--- src/rtl/sig_analyzer_pkg.sv ---
`timescale 1ns/1ps
package sig_analyzer_pkg;

    // Remainder width equals the divisor degree.
    localparam int unsigned DEF_SIG_W = 5;

    // Divisor without its leading x^5 term: x^4 + x^2 + 1.
    localparam logic [DEF_SIG_W-1:0] DEF_TAPS = 5'b10101;

endpackage

--- src/rtl/sig_div_step.sv ---
`timescale 1ns/1ps
// One division step: shift in a bit, subtract the divisor when the
// outgoing top coefficient is set.
module sig_div_step #(
    parameter int unsigned W    = 5,
    parameter logic [W-1:0] TAPS = 5'b10101
) (
    input  logic [W-1:0] state_i,
    input  logic         bit_i,
    output logic [W-1:0] next_o
);

    logic fb;
    assign fb = state_i[W-1];

    for (genvar i = 0; i < W; i++) begin : g_bit
        if (i == 0) begin : g_lsb
            assign next_o[i] = bit_i ^ (TAPS[i] & fb);
        end else begin : g_up
            assign next_o[i] = state_i[i-1] ^ (TAPS[i] & fb);
        end
    end

endmodule

--- src/rtl/sig_cmp.sv ---
`timescale 1ns/1ps
// Bitwise signature comparator.
module sig_cmp #(
    parameter int unsigned W = 5
) (
    input  logic [W-1:0] a_i,
    input  logic [W-1:0] b_i,
    output logic         eq_o
);

    logic [W-1:0] diff;

    for (genvar i = 0; i < W; i++) begin : g_diff
        assign diff[i] = a_i[i] ^ b_i[i];
    end

    assign eq_o = ~|diff;

endmodule

--- src/rtl/serial_sig_analyzer.sv ---
`timescale 1ns/1ps
module serial_sig_analyzer
    import sig_analyzer_pkg::*;
#(
    parameter int unsigned      SIG_W = DEF_SIG_W,
    parameter logic [SIG_W-1:0] TAPS  = DEF_TAPS
) (
    input  logic             clk,
    input  logic             clr,
    input  logic             valid_i,
    input  logic             data_i,
    input  logic [SIG_W-1:0] expect_i,
    output logic [SIG_W-1:0] sig_o,
    output logic             match_o
);

    typedef struct packed {
        logic [SIG_W-1:0] sig;
    } state_t;

    state_t           st_d;
    state_t           st_q;
    logic [SIG_W-1:0] step_nxt;

    sig_div_step #(
        .W    (SIG_W),
        .TAPS (TAPS)
    ) u_step (
        .state_i (st_q.sig),
        .bit_i   (data_i),
        .next_o  (step_nxt)
    );

    sig_cmp #(
        .W (SIG_W)
    ) u_cmp (
        .a_i  (st_q.sig),
        .b_i  (expect_i),
        .eq_o (match_o)
    );

    always_comb begin
        st_d = st_q;
        if (clr) begin
            st_d.sig = '0;
        end else if (valid_i) begin
            st_d.sig = step_nxt;
        end
    end

    always_ff @(posedge clk) begin
        st_q <= st_d;
    end

    assign sig_o = st_q.sig;

    AST_CLEAR_ZERO: assert property (@(posedge clk)
        clr |=> (sig_o == '0));

    AST_HOLD_IDLE: assert property (@(posedge clk) disable iff (clr)
        !valid_i |=> $stable(sig_o));

    AST_SHIFT_LSB: assert property (@(posedge clk) disable iff (clr)
        (valid_i && !sig_o[SIG_W-1]) |=> (sig_o[0] == $past(data_i)));

    AST_SHIFT_MSB: assert property (@(posedge clk) disable iff (clr)
        (valid_i && !sig_o[SIG_W-1]) |=> (sig_o[SIG_W-1] == $past(sig_o[SIG_W-2])));

    AST_FEEDBACK_LSB: assert property (@(posedge clk) disable iff (clr)
        (valid_i && sig_o[SIG_W-1]) |=> (sig_o[0] == (TAPS[0] ^ $past(data_i))));

    AST_MATCH_HIGH: assert property (@(posedge clk) disable iff (clr)
        (sig_o == expect_i) |-> match_o);

    AST_MATCH_LOW: assert property (@(posedge clk) disable iff (clr)
        (sig_o != expect_i) |-> !match_o);

endmodule

--- config.mk ---
export PLATFORM = sky130hd
export DESIGN_NAME = serial_sig_analyzer
export DESIGN_NICKNAME = d
export VERILOG_FILES = /design/src/rtl/sig_analyzer_pkg.sv /design/src/rtl/sig_div_step.sv /design/src/rtl/sig_cmp.sv /design/src/rtl/serial_sig_analyzer.sv
export SDC_FILE = /design/constraint.sdc
export NUM_CORES = 1
export LEC_CHECK = 0
export CORE_AREA = 2 2 39 41
export DETAILED_ROUTE_END_ITERATION = 8
export DIE_AREA = 0 0 41 43
export SETUP_SLACK_MARGIN = 0.5
export SLEW_MARGIN = 20
export SYNTH_ARGS = -nofsm -noshare
export SYNTH_HDL_FRONTEND = slang
export SYNTH_SLANG_ARGS = --single-unit
export TNS_END_PERCENT = 1
--- constraint.sdc ---
create_clock -name clk -period 1.1 [get_ports clk]
set_input_delay 0.22 -clock clk [delete_from_list [all_inputs] [get_ports clk]]
set_output_delay 0.22 -clock clk [all_outputs]
set_load 0.005 [all_outputs]
==> impl_metrics.ini <==
[outcome]
violations = negative setup slack
status = finished, violations left

[floorplanning]
dieArea_sq_um = 1760
io_pins = 15
start_util = 0.186
rows = 14
die_h_um = 43
die_w_um = 41
fp.coreArea_sq_um = 1380

[timing]
period_minus_slack_ns = 1.25
slew-limit-headroom = 0.799
fmax_mhz = 801
max_slew.worst_pin.slew_ns = 0.301
setup_slack_ns = -0.149
tns_ns = -0.149
report.final.slew_viol_count = 0
setup_viol = 1
timing.hold.ws_ns = 0.477
fin_skew_ns = 0.00706
hold_viol_final = 0
rsz0062_at_grt = true
fin_crit_sh = 1.14

[logic_synthesis]
avgSynthCellArea_sq_um = 9.21
ys_warn_count = 0
ys_types = 11
synthCells = 28
syn_nets = 37
synth_area_sq_um = 258
yosysSeqAreaShare = 0.388
ys_ff_latch = 5

[final_layout]
nets = 58
final_cell_area_sq_um = 484
drive_above_1_share = 0.479
largest_reg_flops = 5
syn_to_final_growth_pct = 87.9
diodes = 0

[place]
pre_cts_ws_ns = -0.639
place_congestion = 0.669
placed_area_sq_um = 447
port_buffers = 14

[run]
maxCapViolCount = 0

[drt]
wl_per_cell_um = 8.41
first_pass_iters = 1
ant_nets = 0
drc = 0
detail_route.vias_per_cell = 3.92
drtIter0Drc = 0
vias = 251
routed_wl_um = 538

[clock_network]
cts_hold_buffers = 0
cts_tree = yes
cts_root_buf = clkbuf_4
clk_pin_slew_ns = 0.05
cts_sinks = 5
clockBufferDepth = 2
h-tree-depth = 1
clock_latency_ns = 0.25
cts_made_buffers = 3

[setup_path]
critPathBufInv = 1
critPathKind = flop to output port
critPathSlowestCell = dfxtp_2
crit_required_ns = 0.88
crit_arrival_ns = 1.03
slowest_delay_ns = 0.32
endpoint_kind = output port
crit_chain = xnor2_1, nand3_1, nor3_2, buf_2
reg2reg_from = sig_o[4]
crit_fanout = 2
start_kind = flop
reg2regPathDepth = 3
worst-r2r-setup-slack_ns = 0.22
path_delay_family = flip-flops
timing.rr.end = sig_o[2]

[hold_path]
hold_path_end = sig_o[0]
hold_start = valid_i
hold_path.class = primary input to flop
min_path_cells = 2

[pwr]
vdd_drop_max_mv = 0.348
total_power_uw = 519
p_per_area_nw_per_um2 = 1070
p_leak_nw = 0.219

[global_routing]
grt_overflow_total = 0
antenna_found_initial = 0
grtUsageTotal = 0.0744
grt_pass1_wl_um = 807
grt_max_degree = 8
grt_pass1_vias = 221
[timing repair]
item	CTS	global route
endpoints found under the setup margin	11	11
pin swaps	6	7
resized for setup	23	13
setup buffers	0	0
[per-layer routing]
metal,GRT usage,up-vias,part of all wire
met5,0,-,0
met4,0.0800,0,0.033
met3,0.0366,2,0.13
met2,0.0938,13,0.39
met1,0.0809,105,0.44
li1,-,131,-
[synthesized netlist by cell type]
cell type  n  area share
nor2_1     5       0.073
nor3_1     1       0.019
dfxtp_1    5        0.39
buf_4      2       0.058
nand2_1    1       0.015
xor2_1     3        0.10
buf_2      1       0.019
xnor2_1    5        0.17
nand3_1    1       0.019
a211oi_1   2       0.058
mux2i_1    2       0.078
[power breakdown]
group	total (mW)	switching (mW)	internal [mW]
Combinational	0.106	0.0381	0.0683
Sequential	0.197	0.00682	0.190
Clock	0.215	0.0831	0.132
[metrics by stage]
step	util	std cells
global route	0.350	64
CTS	0.345	64
floorplan	-	28
finish	0.350	64
global placement	0.323	60
detailed placement	0.323	60
[layout by cell type (no fill, tap or decap), types with 2 or more instances in the layout]
| cell type | netlist | layout |
|---|---|---|
| dlygate4sd2_1 | 0 | 4 |
| mux2i_1 | 2 | 2 |
| dfxtp_2 | 0 | 4 |
| buf_4 | 2 | 2 |
| buf_6 | 0 | 6 |
| xor2_1 | 3 | 3 |
| clkbuf_2 | 0 | 2 |
| clkbuf_4 | 0 | 3 |
| clkdlybuf4s50_1 | 0 | 2 |
| nor2_1 | 5 | 5 |
| a211oi_1 | 2 | 2 |
| xnor2_1 | 5 | 4 |
[cells by family after synthesis]
kind of cell	after synthesis	share of synthesized area
buffers and inverters	3	0.0776
and+or+nand+nor	8	0.126
xor gates and xnor gates	8	0.272
DFF	5	0.388
AOI/OAI and AO/OA	2	0.0582
muxes	2	0.0777
[worst max-delay path by stage]
stage	from	end	slack [ns]	depth (start not counted)
after floorplan	sig_o[4]	match_o	0.20	3
after global routing	sig_o[4]	match_o	-0.23	4
final	sig_o[1]	match_o	-0.15	4
after CTS	sig_o[4]	match_o	-0.18	4
after detailed placement	expect_i[1]	match_o	-0.64	5
after global placement	expect_i[1]	match_o	-0.64	5
[cell type report]
type / instances / area (sq um)
clock buffers: 3 / 22.5
clock inverters: 1 / 5.00
fillers: 146 / 900
multi-input cells: 20 / 153
flip-flops and latches: 5 / 109
well taps: 16 / 20.0
repair buffers: 19 / 175
Power figures use the tool's default switching activity.
